`src/rtl/thermal_alert_pkg.sv`:
```
package thermal_alert_pkg;

  // maximum consecutive faults any code can ask for
  localparam int unsigned MAX_FAULTS = 6;
  localparam int unsigned CNT_W      = $clog2(MAX_FAULTS + 1);

  typedef enum logic {WATCH_HIGH = 1'b0, WATCH_LOW = 1'b1} watch_e;

  // code -> number of consecutive faulting conversions required
  function automatic logic [CNT_W-1:0] faults_needed(input logic [1:0] code);
    logic [CNT_W-1:0] n;
    unique case (code)
      2'd0:    n = CNT_W'(1);
      2'd1:    n = CNT_W'(2);
      2'd2:    n = CNT_W'(4);
      default: n = CNT_W'(6);
    endcase
    return n;
  endfunction

endpackage

```
`src/rtl/tla_limit_cmp.sv`:
```
module tla_limit_cmp #(
  parameter int unsigned TW = 12
) (
  input  logic [TW-1:0] temp,
  input  logic [TW-1:0] hi_lim,
  input  logic [TW-1:0] lo_lim,
  output logic          at_or_above_hi,
  output logic          below_lo
);
  // signed comparisons over the full width, independent of resolution
  assign at_or_above_hi = $signed(temp) >= $signed(hi_lim);
  assign below_lo       = $signed(temp) <  $signed(lo_lim);
endmodule

```
`src/rtl/tla_fault_queue.sv`:
```
module tla_fault_queue
  import thermal_alert_pkg::*;
(
  input  logic             clk,
  input  logic             rst_n,
  input  logic             clr,
  input  logic             step,
  input  logic             cond,
  input  logic [CNT_W-1:0] need,
  output logic             fire,
  output logic [CNT_W-1:0] cnt
);
  logic [CNT_W:0] next_cnt;

  assign next_cnt = {1'b0, cnt} + 1'b1;
  assign fire     = step && cond && (next_cnt >= {1'b0, need});

  always_ff @(posedge clk or negedge rst_n) begin
    if (!rst_n) begin
      cnt <= '0;
    end else if (clr) begin
      cnt <= '0;
    end else if (step) begin
      if (!cond || fire) cnt <= '0;
      else               cnt <= next_cnt[CNT_W-1:0];
    end
  end
endmodule

```
`src/rtl/tla_alert_fsm.sv`:
```
module tla_alert_fsm
  import thermal_alert_pkg::*;
(
  input  logic   clk,
  input  logic   rst_n,
  input  logic   gc_reset,
  input  logic   sd_enter,
  input  logic   mode_chg,
  input  logic   mode_intr,
  input  logic   clr_req,
  input  logic   hot,
  input  logic   cold,
  input  logic   fire,
  output logic   cond,
  output logic   intr_clear,
  output logic   alert_act,
  output logic   alert_cause,
  output watch_e watch
);
  // condition that counts as a fault in the present state
  always_comb begin
    if (mode_intr) cond = !alert_act && ((watch == WATCH_LOW) ? cold : hot);
    else           cond = alert_act ? cold : hot;
  end

  assign intr_clear = mode_intr && alert_act && clr_req
                      && !gc_reset && !sd_enter && !mode_chg;

  always_ff @(posedge clk or negedge rst_n) begin
    if (!rst_n) begin
      alert_act   <= 1'b0;
      alert_cause <= 1'b0;
      watch       <= WATCH_HIGH;
    end else if (gc_reset) begin
      alert_act   <= 1'b0;
      alert_cause <= 1'b0;
      watch       <= WATCH_HIGH;
    end else if (sd_enter) begin
      alert_act   <= 1'b0;
    end else if (mode_chg) begin
      watch       <= WATCH_HIGH;
    end else if (intr_clear) begin
      alert_act   <= 1'b0;
      watch       <= (watch == WATCH_LOW) ? WATCH_HIGH : WATCH_LOW;
    end else if (fire) begin
      if (mode_intr) begin
        alert_act   <= 1'b1;
        alert_cause <= (watch == WATCH_HIGH);
      end else begin
        alert_act   <= !alert_act;
        alert_cause <= !alert_act;
      end
    end
  end
endmodule

```
`src/rtl/thermal_limit_alert.sv`:
```
module thermal_limit_alert
  import thermal_alert_pkg::*;
#(
  parameter int unsigned TW = 12
) (
  input  logic          clk,
  input  logic          rst_n,
  input  logic          conv_done,
  input  logic [TW-1:0] temp,
  input  logic [TW-1:0] hi_lim,
  input  logic [TW-1:0] lo_lim,
  input  logic          mode_intr,
  input  logic          pol_high,
  input  logic [1:0]    fault_sel,
  input  logic          shutdown,
  input  logic          reg_read,
  input  logic          ara_win,
  input  logic          gc_reset,
  output logic          alert_pin,
  output logic          alert_cause
);
  logic             hot, cold, cond, fire, intr_clear;
  logic             alert_act;
  logic             mode_q, sd_q;
  logic             mode_chg, sd_enter, cnt_clr, cnt_step;
  logic [CNT_W-1:0] fault_cnt;
  watch_e           watch;
  logic             watch_low;

  always_ff @(posedge clk or negedge rst_n) begin
    if (!rst_n) begin
      mode_q <= 1'b0;
      sd_q   <= 1'b0;
    end else begin
      mode_q <= mode_intr;
      sd_q   <= shutdown;
    end
  end

  assign mode_chg  = mode_intr != mode_q;
  assign sd_enter  = shutdown && !sd_q;
  assign cnt_clr   = gc_reset || sd_enter || mode_chg || intr_clear;
  assign cnt_step  = conv_done && !cnt_clr;
  assign watch_low = (watch == WATCH_LOW);

  tla_limit_cmp #(.TW(TW)) cmp_i (
    .temp(temp), .hi_lim(hi_lim), .lo_lim(lo_lim),
    .at_or_above_hi(hot), .below_lo(cold)
  );

  tla_fault_queue fq_i (
    .clk(clk), .rst_n(rst_n), .clr(cnt_clr), .step(cnt_step), .cond(cond),
    .need(faults_needed(fault_sel)), .fire(fire), .cnt(fault_cnt)
  );

  tla_alert_fsm fsm_i (
    .clk(clk), .rst_n(rst_n), .gc_reset(gc_reset), .sd_enter(sd_enter),
    .mode_chg(mode_chg), .mode_intr(mode_intr), .clr_req(reg_read || ara_win),
    .hot(hot), .cold(cold), .fire(fire), .cond(cond), .intr_clear(intr_clear),
    .alert_act(alert_act), .alert_cause(alert_cause), .watch(watch)
  );

  assign alert_pin = pol_high ? alert_act : !alert_act;
endmodule

```
`config.mk`:
```
export PLATFORM = sky130hd
export DESIGN_NAME = thermal_limit_alert
export DESIGN_NICKNAME = d
export VERILOG_FILES = /design/src/rtl/thermal_alert_pkg.sv /design/src/rtl/tla_limit_cmp.sv /design/src/rtl/tla_fault_queue.sv /design/src/rtl/tla_alert_fsm.sv /design/src/rtl/thermal_limit_alert.sv
export SDC_FILE = /design/constraint.sdc
export NUM_CORES = 1
export LEC_CHECK = 0
export CORE_ASPECT_RATIO = 0.7
export CORE_UTILIZATION = 39
export DETAILED_ROUTE_END_ITERATION = 8
export GPL_TIMING_DRIVEN = 0
export PLACE_DENSITY = 0.83
export SYNTH_ARGS = -nofsm -noshare
export SYNTH_HDL_FRONTEND = slang
export SYNTH_SLANG_ARGS = --single-unit
```
`constraint.sdc`:
```
create_clock -name clk -period 1.8 [get_ports clk]
set_input_delay 0.36 -clock clk [delete_from_list [all_inputs] [get_ports clk]]
set_output_delay 0.36 -clock clk [all_outputs]
set_load 0.05 [all_outputs]
```
# After elaboration in Yosys (flattened, before gate mapping)
# Cells that the tools add are included.
# word_totals
ff_bits	8
output_inout_bits	2
# classes
add_sub_neg	1
order_cmp	3
n_eq_ne	7
muxes	25
bitwise	1
reduce_logical	30
# ops
op	n
1-bit 2-to-1 mux	21
12-bit >= comparator	1
12-bit < comparator	1
1-bit logical AND	10
3-bit 2-to-1 mux	3
3-bit one-hot mux with 3 select lines	1
1-bit logical NOT	7
2-bit inequality test, second input constant	3
1-bit logical OR	5
3-bit by 1-bit adder with 4-bit output, second input constant	1
4-bit by 3-bit >= comparator with 1-bit output	1
2-bit AND reduction	2
4-bit AND reduction	1
2-bit nonzero test	2
4-bit nonzero test	1
3-bit by 2-bit inequality test with 1-bit output, second input constant	1
3-bit nonzero test	1
2-bit by 1-bit equality test with 1-bit output, second input constant	1
2-bit equality test, second input constant	1
2-bit logical NOT	1
1-bit inequality test	1
1-bit inverter	1

# Logic depth before layout (Yosys ltp)
# Gate-level depths: netlist (run 1).
# depth
word_depth	15
depth_mapped	8
mapped_depth_nobuf	8

# By module
# Synthesis (run 1) repeated with hierarchy kept, for this count alone.
# unflattened
hier_cells	142
hier_area_um2	1176.1
# by_module_without_submodules
mod	instances	cells_each	area_each_um2	seq_area_each_um2
tla_limit_cmp	1	81	594.3	0.0
tla_fault_queue	1	27	242.7	75.1
tla_alert_fsm	1	22	220.2	75.1
thermal_limit_alert	1	12	118.9	50.0

# Least setup slack after synthesis (run 1)
# No wires, ideal clock.
# synth_timing
kind	input port to flip-flop
startpoint	input port lo_lim[2]
endpoint	register fsm_i.alert_act
setup_ps	87
arrival_ps	1855
required_ps	1713
path_slack_ps	-142
stages	8
path_cell_list	inv_1 -> ha_1 -> a211o_1 -> a31oi_1 -> o41ai_2 -> a211oi_4 -> a31oi_1 -> a211oi_2
# synth_between
elab_chain_cells	8
# synth_rtl
item	line_no	text
start, declared	thermal_limit_alert.sv:11	input logic [TW-1:0] lo_lim,
12-bit < comparator (*)	tla_limit_cmp.sv:12	assign below_lo = $signed(temp) < $signed(lo_lim);
1-bit 2-to-1 mux	tla_alert_fsm.sv:22	if (mode_intr) cond = !alert_act && ((watch == WATCH_LOW) ? cold : hot);
1-bit logical AND	tla_alert_fsm.sv:22	
1-bit 2-to-1 mux (*)	tla_alert_fsm.sv:22	
1-bit logical AND (*) (2 in series)	tla_fault_queue.sv:16	assign fire = step && cond && (next_cnt >= {1'b0, need});
4-bit nonzero test (no line) (*)	--	
2-bit AND reduction (no line) (*)	--	
end signal, assigned	tla_alert_fsm.sv:50	alert_act <= !alert_act;
end, declared	tla_alert_fsm.sv:16	output logic alert_act,
# Mark *: on every way between the ends. The rest lies on a longest branch, timed or not.
# A chain may end at the register's enable or synchronous reset.

# Worst setup path in the final report (run 1)
# layout_timing
startpoint	input port reg_read
endpoint	register fq_i.cnt[0]
# layout_between
elab_chain_cells	14
# layout_rtl
item	line_no	text
start, declared	thermal_limit_alert.sv:16	input logic reg_read,
1-bit logical OR (*)	thermal_limit_alert.sv:58	.mode_chg(mode_chg), .mode_intr(mode_intr), .clr_req(reg_read || ara_win),
1-bit logical AND (*)	tla_alert_fsm.sv:26	assign intr_clear = mode_intr && alert_act && clr_req
1-bit logical AND (*) (3 in series)	tla_alert_fsm.sv:27	&& !gc_reset && !sd_enter && !mode_chg;
1-bit logical OR (*)	thermal_limit_alert.sv:42	assign cnt_clr = gc_reset || sd_enter || mode_chg || intr_clear;
1-bit logical NOT	thermal_limit_alert.sv:43	assign cnt_step = conv_done && !cnt_clr;
1-bit logical AND	thermal_limit_alert.sv:43	
1-bit logical AND (2 in series)	tla_fault_queue.sv:16	
1-bit logical OR	tla_fault_queue.sv:24	if (!cond || fire) cnt <= '0;
3-bit 2-to-1 mux	tla_fault_queue.sv:24	
3-bit 2-to-1 mux	tla_fault_queue.sv:23	end else if (step) begin
3-bit 2-to-1 mux	tla_fault_queue.sv:21	end else if (clr) begin
end signal, assigned	tla_fault_queue.sv:25	else cnt <= next_cnt[CNT_W-1:0];
end, declared	tla_fault_queue.sv:11	output logic [CNT_W-1:0] cnt
# Mark *: on every way between the ends. The rest lies on a longest branch, timed or not. The select of a mux whose other input is x is not followed.

==> key figures, run 1 <==
Power
  • Peak supply drop: 0.242 mV
  • Net Sw Frac: 0.384
  • Leak Pwr: 1.07 nW
  • Tot Pwr: 1.19 mW
  • Clock power share: 0.192
  • Internal power: 730 uW
  • Seq pwr share: 0.183
  • P_sw: 456 uW
  • Power density cells: 497 nW/um2
  • Combinational group share of total power: 0.625

Placement
  • Place WS: -0.905 ns
  • Final GP Congestion: 0.848
  • Port Buffers: 48
  • Placed instance count: 228
  • DP HPWL: 2630 um

GRT
  • GR Layer Usage met1: 0.327
  • Largest net degree at the start of global routing: 9
  • Most used routing layer: met2
  • Number of global-route vias before repair: 1445
  • Routing usage on met2: 0.537
  • Total grt overflow: 0
  • All-Layer GR Usage: 0.282
  • First-pass GRT wire length: 6660 um
  • Initial antenna violation count: 0
  • Met3 Use GR: 0.0421

STA
  • Final Slew Violations: 0
  • Maximum clock frequency: 0.504 GHz
  • Hold Slack: 0.431 ns
  • Final Setup Violations: 5
  • Final hold violations: 0
  • Slew @ Worst Pin: 0.494 ns
  • Setup_tns: -0.761 ns
  • Unrepaired setup endpoints after global routing: true
  • Layout Skew: 0.00189 ns
  • Period utilization: 1.10
  • Relative slew slack: 0.670
  • Final min period: 1.99 ns
  • Post-route setup slack: -0.186 ns

Clocking
  • CTS root buf: clkbuf_8
  • Clk sink count: 8
  • Clock Path Buffers: 2
  • H-tree depth: 1
  • Clk Latency, worst-skew pair: 0.23 ns
  • Hold_buf cts: 0
  • Total CTS buffers: 3
  • Clock transition time at the flip-flop clock pins of the worst setup and hold paths: 0.05 ns
  • TritonCTS clock tree: built

Floorplan
  • Core ar.: 2840 um2
  • Die W: 67.9 um
  • # rows: 16
  • Starting density of the core: 0.417
  • Num ports: 49
  • Die ar.: 3270 um2
  • Die Span Y: 48.1 um

Setup path
  • Crit path capture type: register
  • R2r setup slk: -0.08 ns
  • Worst-path maximum fanout: 4
  • Startpoint types: input port
  • WP data arrival: 2.14 ns
  • Worst Path Class, Setup: in2reg
  • Required time worst endpoint: 1.95 ns

Worst hold path
  • Min-delay worst type: in2async

Final layout
  • Nets: 292
  • Fraction of layout cells with a size suffix above 1: 0.588
  • Fin cells: 252
  • Antenna cells: 0
  • Area Growth Syn to Fin: 101%

Synth
  • Synthesized area: 1180 um2
  • Post-synth EDFFs: 0
  • Seq cells post-synth: 8
  • YS warnings: 0
  • Main synth FF type: dfrtp_1
  • Synth top area share: 0.285
  • Unique masters post-synth: 41
  • Yosys top cell by area: ha_1
  • Asr flop ratio synth: 1.00
  • Seq/Total Area, Yosys: 0.169
  • Net Count, Synth: 218
  • Synth Instances: 144
  • Synth top area cells: ha_1 (29%), dfrtp_1 (17%), inv_1 (8.9%)
  • Mean Syn Cell Area: 8.23 um2

Outcome
  • Failing checks: setup timing
  • Status: finished with violations

Routing
  • Vias per inst: 5.99
  • Starting DRT DRC Count: 117
  • Routed Antenna Nets: 0
  • WL/cell: 21.4 um
  • WL final: 5380 um
  • Drt first pass iters: 4
  • Post-route DRC: 0
  • Total number of vias: 1509

Job
  • MaxCap Viol Count: 0
==> kinds of logic (layout without fill, tap and decap cells) <==
group / after synthesis / in the layout / share of synthesized area
xor gates and xnor gates: 2 / 2 / 0.0148
adders and majority gates: 27 / 27 / 0.285
DFF: 8 / 8 / 0.169
AOI/OAI and AO/OA: 34 / 34 / 0.224
muxes: 1 / 1 / 0.00845
buffers and inverters: 28 / 100 / 0.0887
and+or+nand+nor: 44 / 44 / 0.210
==> Yosys cell counts (3+ instances only) <==
cell type and instances:
nor3_1 3, nor2b_1 4, a31oi_1 4, nand2_1 9, nand3_1 4, nor2_1 8, o21ai_0 3, nand2b_1 3
dfrtp_1 8, ha_1 27, a21oi_1 8, inv_1 28, nand4_1 3
==> cells in the final DEF, fill, tap and decap left out, types with 3 or more instances in the layout <==
cell type | netlist | routed
nand2_2 | 0 | 3
buf_8 | 0 | 3
nor2_1 | 8 | 6
nand2_1 | 9 | 6
dfrtp_1 | 8 | 7
nand3_2 | 1 | 3
a21oi_1 | 8 | 4
inv_2 | 0 | 11
nand4_1 | 3 | 3
dlygate4sd2_1 | 0 | 12
ha_1 | 27 | 4
ha_2 | 0 | 3
o21ai_2 | 1 | 3
inv_1 | 28 | 12
clkbuf_8 | 0 | 3
inv_4 | 0 | 4
clkdlybuf4s15_1 | 0 | 5
buf_4 | 0 | 22
a21oi_2 | 0 | 3
buf_6 | 0 | 6
nor3_1 | 3 | 3
ha_4 | 0 | 20
clkdlybuf4s50_1 | 0 | 8
buf_2 | 0 | 8
==> sequential cells by signal, indices dropped and copies added (netlist names) <==
register	cells
fq_i.cnt	3
fsm_i.alert_act	1
fsm_i.alert_cause	1
fsm_i.watch	1
mode_q	1
sd_q	1
==> metrics by stage <==
| step | cell area (um2) | util |
|---|---|---|
| final | 2390 | 0.839 |
| after detailed placement | 1790 | 0.631 |
| after CTS | 2240 | 0.790 |
| after floorplan | 1270 | - |
| after global placement | 1790 | 0.631 |
| after global routing | 2390 | 0.839 |
==> worst max-delay path, cell delays in order <==
cell and delay (ns):
clkdlybuf4s50_1 0.45, o21ai_2 0.23, a21o_2 0.19, nand3_2 0.15
nor4b_4 0.34, buf_4 0.19, nand3_4 0.08, a21oi_2 0.14
==> power groups by stage <==
stage	sequential, mW	clock (mW)	combinational (mW)
6_report	0.218	0.228	0.741
5_1_grt	0.217	0.234	0.788
4_1_cts	0.215	0.225	0.617
3_5_place_dp	0.217	0	0.405
3_3_place_gp	0.214	0	0.383
2_1_floorplan	0.214	0	0.221
==> layout make-up <==
type	count	area, um2
Sequential cell	8	201
Tap cell	36	45.0
Timing Repair Buffer	69	599
Inverter	28	128
Clock buffer	3	41.3
Fill cell	126	457
Multi-Input combinational cell	108	1370
==> layer usage <==
layer,vias to the layer above,part of all wire
met4,0,0.067
met5,-,0
li1,655,-
met3,46,0.079
met1,694,0.37
met2,114,0.48
==> worst paths after layout <==
path | end | depth (start not counted) | start
setup / recovery | fq_i.cnt[0] | 8 | reg_read
setup reg to reg | fq_i.cnt[0] | 8 | fq_i.cnt[0]
hold / removal | fq_i.cnt[2] | 1 | rst_n
hold reg to reg | fsm_i.alert_cause | 2 | fsm_i.alert_cause
min in group clk | mode_q | 1 | mode_intr
max in group asynchronous | fq_i.cnt[0] | 1 | rst_n
==> timing repair <==
| item | in CTS | in global routing |
|---|---|---|
| pin swaps | 44 | 27 |
| endpoints found under the setup margin | 6 | 5 |
| buffers inserted | 15 | 6 |
| resized for setup | 160 | 35 |
(Power assumes the default switching activity.)
==> run 2, diff against run 1 <==
--- a/config.mk
+++ b/config.mk
@@ -6,6 +6,7 @@
 export NUM_CORES = 1
 export LEC_CHECK = 0
 export CORE_ASPECT_RATIO = 0.7
+export CORE_MARGIN = 8
 export CORE_UTILIZATION = 39
 export DETAILED_ROUTE_END_ITERATION = 8
 export GPL_TIMING_DRIVEN = 0
==> key figures, run 2 (synthesis results as in run 1) <==
Outcome
  • Status: finished with violations (unchanged)
  • Failing checks: setup timing (unchanged)

GRT
  • All-Layer GR Usage: 0.184 (was 0.282)
  • Number of global-route vias before repair: 1583 (was 1445)
  • Total grt overflow: 0 (unchanged)
  • Largest net degree at the start of global routing: 9 (unchanged)
  • First-pass GRT wire length: 7450 um (was 6660 um)
  • Initial antenna violation count: 0 (unchanged)

STA
  • Layout Skew: 0.00483 ns (was 0.00189 ns)
  • Final hold violations: 0 (unchanged)
  • Final Slew Violations: 0 (unchanged)
  • Final min period: 1.95 ns (was 1.99 ns)
  • Period utilization: 1.08 (was 1.10)
  • Relative slew slack: 0.666 (was 0.670)
  • Unrepaired setup endpoints after global routing: true (unchanged)
  • Final Setup Violations: 5 (unchanged)
  • Post-route setup slack: -0.151 ns (was -0.186 ns)
  • Maximum clock frequency: 0.513 GHz (was 0.504 GHz)
  • Slew @ Worst Pin: 0.500 ns (was 0.494 ns)

Setup path
  • Crit path capture type: register (unchanged)
  • Worst path depth: 9 (was 8)
  • WP buf/inv: 2 (unchanged)
  • WP data arrival: 2.11 ns (was 2.14 ns)
  • End of the critical path: fsm_i.alert_act (was fq_i.cnt[0])
  • Worst-path maximum fanout: 3 (was 4)
  • Crit path from: temp[1] (was reg_read)
  • Top delay family on crit path: simple AND/OR/NAND/NOR gates (was buffers and inverters)
  • RR Startpoint: fsm_i.alert_act (was fq_i.cnt[0])
  • Worst r2r dst: fsm_i.alert_act (was fq_i.cnt[0])
  • Worst Path Class, Setup: in2reg (unchanged)
  • Required time worst endpoint: 1.96 ns (was 1.95 ns)
  • Worst path slowest cell: nor4b_4 (was clkdlybuf4s50_1)
  • Cells along the critical path: buf_2 -> ha_1 -> nor2b_1 -> o211ai_1 -> buf_4 -> a221oi_4 -> nor4b_4 -> nand3_2 -> a211oi_2 (was clkdlybuf4s50_1 -> o21ai_2 -> a21o_2 -> nand3_2 -> nor4b_4 -> buf_4 -> nand3_4 -> a21oi_2)
  • R2r setup slk: -0.08 ns (about the same)
  • Startpoint types: input port (unchanged)
  • Reg2reg path depth: 6 (was 8)
  • Crit-path max cell delay: 0.40 ns (was 0.45 ns)

Final layout
  • Commonest non-fill, non-tap cell in the layout: ha_4 (was buf_4)
  • Max reg flops: 3 (unchanged)
  • Fin util: 0.815 (was 0.839)
  • Biggest register: fq_i.cnt (unchanged)
  • Area Growth Syn to Fin: 95.6% (was 101%)
  • Nets: 287 (was 292)
  • Most frequent cells in the layout: ha_4 (19), dlygate4sd2_1 (15), buf_4 (15), inv_1 (14), buf_2 (10) (was buf_4 (22), ha_4 (20), inv_1 (12), dlygate4sd2_1 (12), inv_2 (11))
  • Fraction of layout cells with a size suffix above 1: 0.559 (was 0.588)
  • Antenna cells: 0 (unchanged)
  • Filler Cells Inserted: 152 (was 126)

Floorplan
  • # rows: 16 (unchanged)
  • Die Span Y: 62.1 um (was 48.1 um)
  • Num ports: 49 (unchanged)
  • Core ar.: 2840 um2 (unchanged)
  • Die W: 81.9 um (was 67.9 um)
  • Starting density of the core: 0.417 (unchanged)
  • Die ar.: 5090 um2 (was 3270 um2)

Clocking
  • H-tree depth: 1 (unchanged)
  • Clk Latency, worst-skew pair: 0.24 ns (was 0.23 ns)
  • CTS root buf: clkbuf_8 (unchanged)
  • Total CTS buffers: 3 (unchanged)
  • Clk sink count: 8 (unchanged)
  • Clock transition time at the flip-flop clock pins of the worst setup and hold paths: 0.04 ns (was 0.05 ns)
  • Hold_buf cts: 0 (unchanged)
  • TritonCTS clock tree: built (unchanged)
  • Clock Path Buffers: 2 (unchanged)

Routing
  • WL/cell: 21.5 um (was 21.4 um)
  • Routed Antenna Nets: 0 (unchanged)
  • Total number of vias: 1480 (was 1509)
  • Post-route DRC: 0 (unchanged)
  • Vias per inst: 5.99 (about the same)
  • Drt first pass iters: 4 (unchanged)
  • WL final: 5310 um (was 5380 um)
  • Starting DRT DRC Count: 117 (unchanged)

Power
  • Clock power share: 0.195 (was 0.192)
  • Internal power: 701 uW (was 730 uW)
  • Tot Pwr: 1.14 mW (was 1.19 mW)
  • Net Sw Frac: 0.387 (was 0.384)
  • Combinational group share of total power: 0.613 (was 0.625)
  • Seq pwr share: 0.191 (was 0.183)
  • Peak supply drop: 0.292 mV (was 0.242 mV)
  • Power density cells: 494 nW/um2 (was 497 nW/um2)
  • Leak Pwr: 1.02 nW (was 1.07 nW)
  • P_sw: 443 uW (was 456 uW)

Placement
  • DP HPWL: 3050 um (was 2630 um)
  • Port Buffers: 48 (unchanged)
  • Place WS: -0.899 ns (was -0.905 ns)
  • Final GP Congestion: 0.828 (was 0.848)

Job
  • MaxCap Viol Count: 0 (unchanged)

Worst hold path
  • Min-delay worst type: in2async (unchanged)
run 2: cell types whose count changed in the layout (fill, tap and decap cells not counted), moves of 2 or more:
cell             delta
clkdlybuf4s15_1     -3
ha_2                +2
nor2_4              -2
dlygate4sd2_1       +3
buf_2               +2
nor2_2              +2
clkbuf_2            -2
inv_2               -2
inv_1               +2
a31oi_2             -2
buf_6               +3
dlymetal6s2s_1      -2
buf_4               -7
run 2: worst min path at each step:
stage,startpoint,endpoint,depth (start not counted)
after global routing,rst_n,fsm_i.alert_cause,1
after detailed placement,fq_i.cnt[1],fq_i.cnt[1],2
after floorplan,rst_n,fq_i.cnt[0],0
final,rst_n,fsm_i.alert_cause,1
after global placement,fq_i.cnt[1],fq_i.cnt[1],2
after CTS,rst_n,fsm_i.alert_cause,1
run 2: final cells by class:
type	instances	area, um2	share of cell area
well taps	36	45.0	0.0194
clock buffers	3	41.3	0.0178
multi-input cells	108	1340	0.580
flip-flops and latches	8	201	0.0869
repair buffers	64	558	0.241
inverters	28	128	0.0551
run 2: stage by stage:
step / cell area [um2] / setup TNS, ns / std cells / hold WS, ns
6_report: 2320 / -0.640 / 247 / 0.416
5_1_grt: 2320 / -0.839 / 247 / 0.427
4_1_cts: 2260 / -0.0421 / 244 / 0.420
3_5_place_dp: 1790 / -4.41 / 228 / 0.534
3_3_place_gp: 1790 / -4.27 / 228 / 0.515
2_1_floorplan: 1270 / -0.136 / 144 / 0.0644
run 2: metal layers:
layer	wire length (um)	GRT usage
met1	1950	0.186
met2	2660	0.336
met3	466	0.0489
met4	225	0.0852
met5	0	0
run 2: timing repair:
item	in CTS	in global routing
resized for setup	179	7
buffers inserted	13	3
setup endpoints to repair	6	5
pin swaps	43	10
run 2: power by group through the flow:
stage               Combinational, mW  Sequential, mW  Clock [mW]
detailed placement              0.406           0.214           0
finish                          0.702           0.219       0.224
floorplan                       0.221           0.214           0
global placement                0.384           0.214           0
global route                    0.737           0.219       0.239
CTS                             0.608           0.211       0.218
